--- src/rtl/lt_pkg.sv ---
package lt_pkg;

    localparam int ADDR_W = 15;
    localparam int DATA_W = 8;
    localparam int PH_W   = 3;

    localparam logic [ADDR_W-1:0] A_SCRAMBLE = 15'h4B1;
    localparam logic [ADDR_W-1:0] A_PATTERN  = 15'h4A0;

    typedef enum logic [3:0] {
        S_IDLE, S_SCR_OFF, S_PAT_BIT, S_WAIT_CDR, S_PAT_WORD, S_WAIT_WORD,
        S_PAT_LANE, S_WAIT_LANE, S_PAT_LIVE, S_WAIT_BRK, S_SCR_ON,
        S_CAPTURE, S_FAULT
    } lt_state_e;

    typedef enum logic [PH_W-1:0] {
        PH_NONE = 3'd0, PH_BIT = 3'd1, PH_WORD = 3'd2,
        PH_LANE = 3'd3, PH_BRK = 3'd4
    } lt_phase_e;

    function automatic lt_phase_e phase_of(lt_state_e s);
        unique case (s)
            S_WAIT_CDR:  return PH_BIT;
            S_WAIT_WORD: return PH_WORD;
            S_WAIT_LANE: return PH_LANE;
            S_WAIT_BRK:  return PH_BRK;
            default:     return PH_NONE;
        endcase
    endfunction

endpackage

--- src/rtl/lt_status_sel.sv ---
module lt_status_sel
    import lt_pkg::*;
(
    input  lt_phase_e phase,
    input  logic      cdr_lock,
    input  logic      word_ok,
    input  logic      lane_ok,
    input  logic      brk_seen,
    output logic      hit
);

    always_comb begin
        unique case (phase)
            PH_BIT:  hit = cdr_lock;
            PH_WORD: hit = word_ok;
            PH_LANE: hit = lane_ok;
            PH_BRK:  hit = brk_seen;
            default: hit = 1'b0;
        endcase
    end

endmodule

--- src/rtl/lt_wait_timer.sv ---
module lt_wait_timer #(
    parameter int W = 16
) (
    input  logic         clk,
    input  logic         rst_n,
    input  logic         clr,
    input  logic         run,
    input  logic [W-1:0] limit,
    output logic         expired
);

    logic [W-1:0] cnt;

    assign expired = (cnt >= limit);

    always_ff @(posedge clk or negedge rst_n) begin
        if (!rst_n)             cnt <= '0;
        else if (clr || !run)   cnt <= '0;
        else if (!expired)      cnt <= cnt + 1'b1;
    end

    // the count steps by one each waiting cycle before expiry
    p_count_step_r9: assert property (@(posedge clk) disable iff (!rst_n)
        (run && !clr && !expired) |=> (cnt == $past(cnt) + 1'b1));

endmodule

--- src/rtl/link_train_seq.sv ---
module link_train_seq
    import lt_pkg::*;
#(
    parameter int TMO_W = 16
) (
    input  logic              clk,
    input  logic              rst_n,
    input  logic              cap_start,
    input  logic              scr_cfg,
    input  logic [TMO_W-1:0]  tmo_limit,
    input  logic              cdr_lock,
    input  logic              word_ok,
    input  logic              lane_ok,
    input  logic              brk_seen,
    output logic              wr_valid,
    input  logic              wr_ready,
    output logic [14:0]       wr_addr,
    output logic [7:0]        wr_data,
    output logic              cap_en,
    output logic              train_err,
    output logic [2:0]        err_phase
);

    lt_state_e state, nxt;
    lt_phase_e phase, fault_ph;
    logic      is_wait, hit, expired, tmr_clr;

    assign phase   = phase_of(state);
    assign is_wait = (phase != PH_NONE);
    assign tmr_clr = (nxt != state);

    lt_status_sel u_sel (
        .phase    (phase),
        .cdr_lock (cdr_lock),
        .word_ok  (word_ok),
        .lane_ok  (lane_ok),
        .brk_seen (brk_seen),
        .hit      (hit)
    );

    lt_wait_timer #(.W(TMO_W)) u_tmr (
        .clk     (clk),
        .rst_n   (rst_n),
        .clr     (tmr_clr),
        .run     (is_wait),
        .limit   (tmo_limit),
        .expired (expired)
    );

    // next-state logic
    always_comb begin
        nxt = state;
        if (!cap_start) begin
            nxt = S_IDLE;
        end else begin
            unique case (state)
                S_IDLE:      nxt = S_SCR_OFF;
                S_SCR_OFF:   if (wr_ready) nxt = S_PAT_BIT;
                S_PAT_BIT:   if (wr_ready) nxt = S_WAIT_CDR;
                S_WAIT_CDR:  if (hit) nxt = S_PAT_WORD;
                             else if (expired) nxt = S_FAULT;
                S_PAT_WORD:  if (wr_ready) nxt = S_WAIT_WORD;
                S_WAIT_WORD: if (hit) nxt = S_PAT_LANE;
                             else if (expired) nxt = S_FAULT;
                S_PAT_LANE:  if (wr_ready) nxt = S_WAIT_LANE;
                S_WAIT_LANE: if (hit) nxt = S_PAT_LIVE;
                             else if (expired) nxt = S_FAULT;
                S_PAT_LIVE:  if (wr_ready) nxt = S_WAIT_BRK;
                S_WAIT_BRK:  if (hit) nxt = scr_cfg ? S_SCR_ON : S_CAPTURE;
                             else if (expired) nxt = S_FAULT;
                S_SCR_ON:    if (wr_ready) nxt = S_CAPTURE;
                S_CAPTURE:   nxt = S_CAPTURE;
                S_FAULT:     nxt = S_FAULT;
                default:     nxt = S_IDLE;
            endcase
        end
    end

    // state register and failed-phase record
    always_ff @(posedge clk or negedge rst_n) begin
        if (!rst_n) begin
            state    <= S_IDLE;
            fault_ph <= PH_NONE;
        end else begin
            state <= nxt;
            if (!cap_start)
                fault_ph <= PH_NONE;
            else if (is_wait && !hit && expired)
                fault_ph <= phase;
        end
    end

    // outputs decoded from state
    always_comb begin
        wr_valid  = 1'b0;
        wr_addr   = '0;
        wr_data   = '0;
        cap_en    = 1'b0;
        train_err = 1'b0;
        err_phase = '0;
        unique case (state)
            S_SCR_OFF:  begin wr_valid = 1'b1; wr_addr = A_SCRAMBLE; wr_data = 8'h00; end
            S_PAT_BIT:  begin wr_valid = 1'b1; wr_addr = A_PATTERN;  wr_data = 8'h01; end
            S_PAT_WORD: begin wr_valid = 1'b1; wr_addr = A_PATTERN;  wr_data = 8'h02; end
            S_PAT_LANE: begin wr_valid = 1'b1; wr_addr = A_PATTERN;  wr_data = 8'h03; end
            S_PAT_LIVE: begin wr_valid = 1'b1; wr_addr = A_PATTERN;  wr_data = 8'h00; end
            S_SCR_ON:   begin wr_valid = 1'b1; wr_addr = A_SCRAMBLE; wr_data = 8'h01; end
            S_CAPTURE:  cap_en = 1'b1;
            S_FAULT:    begin train_err = 1'b1; err_phase = fault_ph; end
            default:    ;
        endcase
    end

    // training opens by clearing the scrambler
    p_first_write_r2: assert property (@(posedge clk) disable iff (!rst_n)
        (state == S_IDLE && cap_start) |=>
            (wr_valid && wr_addr == A_SCRAMBLE && wr_data == 8'h00));

    // an unaccepted request is held unchanged
    p_req_hold_r3: assert property (@(posedge clk) disable iff (!rst_n)
        (wr_valid && !wr_ready && cap_start) |=>
            (wr_valid && $stable(wr_addr) && $stable(wr_data)));

    // capture follows only the break wait or the scrambler-on write
    p_capture_entry_r8: assert property (@(posedge clk) disable iff (!rst_n)
        $rose(cap_en) |-> $past(state == S_WAIT_BRK || state == S_SCR_ON));

    // a fault always carries a valid phase code
    p_fault_code_r9: assert property (@(posedge clk) disable iff (!rst_n)
        train_err |-> (err_phase != 3'd0 && err_phase <= 3'd4));

    // an arriving status never leads into a fault
    p_status_wins_r10: assert property (@(posedge clk) disable iff (!rst_n)
        (is_wait && hit && cap_start) |=> !train_err);

    // the fault report holds while start stays high
    p_fault_hold_r11: assert property (@(posedge clk) disable iff (!rst_n)
        (train_err && cap_start) |=> (train_err && $stable(err_phase)));

    // dropping start quiets every output
    p_abort_r12: assert property (@(posedge clk) disable iff (!rst_n)
        !cap_start |=> (!wr_valid && !cap_en && !train_err));

endmodule

--- config.mk ---
export PLATFORM = sky130hd
export DESIGN_NAME = link_train_seq
export DESIGN_NICKNAME = d
export VERILOG_FILES = /design/src/rtl/lt_pkg.sv /design/src/rtl/lt_status_sel.sv /design/src/rtl/lt_wait_timer.sv /design/src/rtl/link_train_seq.sv
export SDC_FILE = /design/constraint.sdc
export NUM_CORES = 1
export LEC_CHECK = 0
export BUFFER_PORTS_ARGS = -buffer_cell sky130_fd_sc_hd__clkbuf_2
export CAP_MARGIN = 20
export CORE_UTILIZATION = 50
export DETAILED_ROUTE_END_ITERATION = 10
export GPL_TIMING_DRIVEN = 1
export PLACE_DENSITY = 0.85
export SKIP_LAST_GASP = 1
export SLEW_MARGIN = 20
export SYNTH_ARGS = -nofsm -noshare
export SYNTH_HDL_FRONTEND = slang
export SYNTH_HIERARCHICAL = 1
export SYNTH_SLANG_ARGS = --single-unit
--- constraint.sdc ---
create_clock -name clk -period 8.9 [get_ports clk]
set_input_delay 0.445 -clock clk [delete_from_list [all_inputs] [get_ports clk]]
set_output_delay 0.445 -clock clk [all_outputs]
set_load 0.005 [all_outputs]
==> impl_metrics.tcl <==
set metrics [dict create \
    place.gp.congestion 0.846 \
    io_pins 54 \
    clock_latency_ns 0.27 \
    place_inst 348 \
    startpoint_type "register" \
    die_h_um 69.4 \
    vias 2022 \
    setup-violations-final 0 \
    grt_use_total_pct 19.8 \
    drtPass1Iterations 4 \
    holdBufCountCts 0 \
    cp_slowest_stage_delay_ns 0.83 \
    leakage_nw 1.10 \
    syn_avg_cell_area_um2 8.20 \
    crit_buf_inv 0 \
    antenna_left 0 \
    drive_gt1_share_pct 18.7 \
    syn_inst 277 \
    maxSlewViolCount 0 \
    yosys.area.top_type "dfrtp_1" \
    skew_ns 0.00233 \
    clockBufferDepth 2 \
    dpl.hpwl_mm 3.44 \
    tns_ns 0 \
    yosysSeqAreaShare_pct 25.3 \
    max-vdd-ir-drop_v 0.0000538 \
    post-cts-setup-buffers 0 \
    area_delta_synth_final_pct 4.35 \
    path_cells "ha_1, nand2_1, nor2_1, nand4_1, o21ai_2, o21a_1, nor2_1, o31a_1, xnor2_1, nand4_1, nand2b_1, or4_1, nand2_1" \
    core_region_area_um2 4350 \
    yosysTopAreaCellShare_pct 25.3 \
    fillCellCount 403 \
    wl_per_cell_um 13.0 \
    required_ns 9.11 \
    yosys_most_used_dff "dfrtp_1" \
    n_antenna_cell 0 \
    rows 24 \
    synth_area_um2 2270 \
    final_net_count 343 \
    die_x_um 69.4 \
    ys_ff_latch 23 \
    finalCritPeriodShare_pct 44.3 \
    layout_commonest_cell "clkbuf_2" \
    rsz0062_at_grt "false" \
    crit_path_top_delay_cell "o21ai_2" \
    grt_pass1_wl_mm 8.02 \
    cp_top_family "simple AND/OR/NAND/NOR gates" \
    grt_max_degree 30 \
    synth-edff-count 0 \
    fmax_mhz 254 \
    cap_violations 0 \
    crit_fanout 29 \
    layout.cells.non_filler 352 \
    dieArea_um2 4820 \
    async_reset_ff_share_pct 100 \
    worstMarginPinSlew_ns 0.998 \
    endpoint_kind "register" \
    path_class "register to register" \
    status "finished, final reports clean" \
    path_clk_slew_ns 0.09 \
    min_path_type "input pin to asynchronous set/reset pin" \
    ys_warn_count 6 \
    layout_common_cells "37 x clkbuf_2, 23 x dfrtp_1, 20 x nand2_1, 19 x inv_1, 18 x a21oi_1" \
    port_buffers 37 \
    hold_viol_final 0 \
    numCtsBuffers 3 \
    synth.area.top_cells "dfrtp_1 25%, ha_1 9.4%, buf_4 6.9%" \
    antenna_found_initial 0 \
    globalRouteOverflowTotal 0 \
    synth_cell_type_count 58 \
    via_per_inst 5.74 \
    relSlewSlack_pct 33.5 \
    wl_mm 4.58 \
    grt_pass1_vias 1840 \
    initial_core_util_pct 52.2 \
    drtIter0Drc 113 \
    h-tree-depth 1 \
    cts.sinks 23 \
    ctsResizeCount 0 \
    power_density_nw_per_um2 90.6 \
    post-route-drc-count 0 \
    cts-root-buf "clkbuf_8" \
    fin_crit_ns 3.94 \
    tritoncts "yes" \
    arrival_ns 4.16 \
]
[cell usage after synthesis, types with 7 or more instances]
library cell and instances:
nand2_1 20, ha_1 17, o21ai_0 9, buf_4 21
inv_1 19, dfrtp_1 23, nor2b_1 10, nor2_1 14
nand3_1 11, o21ai_1 7, a21oi_1 18
[per-layer routing]
layer / up-vias / GRT usage, % / routed length [um] / share of wire (%)
li1: 1007 / - / - / -
met1: 965 / 24.6 / 2080 / 45
met2: 43 / 35.9 / 2330 / 51
met3: 7 / 3.49 / 126 / 2.8
met4: 0 / 3.85 / 43 / 0.94
met5: - / 0 / 0 / 0
[metrics by stage]
stage	power (mW)	setup slack, ns	hold slack, ns	util, %	instance area [um2]
6_report	0.215	4.96	0.152	54.4	2370
5_1_grt	0.226	4.59	0.197	54.4	2370
4_1_cts	0.216	4.98	0.169	54.4	2370
3_5_place_dp	0.148	4.85	0.470	53.4	2320
3_3_place_gp	0.147	4.94	0.464	53.4	2320
2_1_floorplan	0.143	5.70	0.149	-	2330
[final timing paths]
check,slack [ns],from,depth (start not counted),end
min reg2reg,0.56,fault_ph[2]$_DFFE_PN0P_,2,fault_ph[2]$_DFFE_PN0P_
max reg2reg,4.96,u_tmr/cnt[15]$_DFFE_PN0P_,13,u_tmr/cnt[11]$_DFFE_PN0P_
min in group clk,0.56,fault_ph[2]$_DFFE_PN0P_,2,fault_ph[2]$_DFFE_PN0P_
min,0.15,rst_n,1,u_tmr/cnt[6]$_DFFE_PN0P_
max in group asynchronous,8.38,rst_n,1,state[3]$_DFF_PN0_
max,4.96,u_tmr/cnt[15]$_DFFE_PN0P_,13,u_tmr/cnt[11]$_DFFE_PN0P_
[flip-flops by register name, summed over array words and instances, names as in the netlist]
name       flops
fault_ph       3
u_tmr/cnt     16
state          4
[cell type report]
| type | instances | area (um2) | share of cell area, % |
|---|---|---|---|
| Clock inverter | 1 | 5.00 | 0.211 |
| Timing Repair Buffer | 37 | 185 | 7.81 |
| Sequential cell | 23 | 576 | 24.3 |
| Multi-Input combinational cell | 216 | 1420 | 60.0 |
| Clock buffer | 3 | 41.3 | 1.74 |
| Tap cell | 52 | 65.1 | 2.75 |
| Inverter | 20 | 75.1 | 3.17 |
[logic make-up after synthesis]
logic type               Yosys count  share of synthesized area (%)
AND/OR/NAND/NOR                  102                           25.7
other                              1                          0.165
buffers and inverters             53                           14.5
AO/OA/AOI/OAI                     74                           21.9
adder cells (fa/ha/maj)           17                           9.37
flip-flops                        23                           25.3
multiplexers                       2                           1.10
XOR/XNOR                           5                           1.93
[power breakdown]
group / switching (mW) / internal (mW)
Combinational: 0.0201 / 0.0165
Sequential: 0.00409 / 0.105
Clock: 0.0374 / 0.0314
Power figures use the tool's default switching activity.
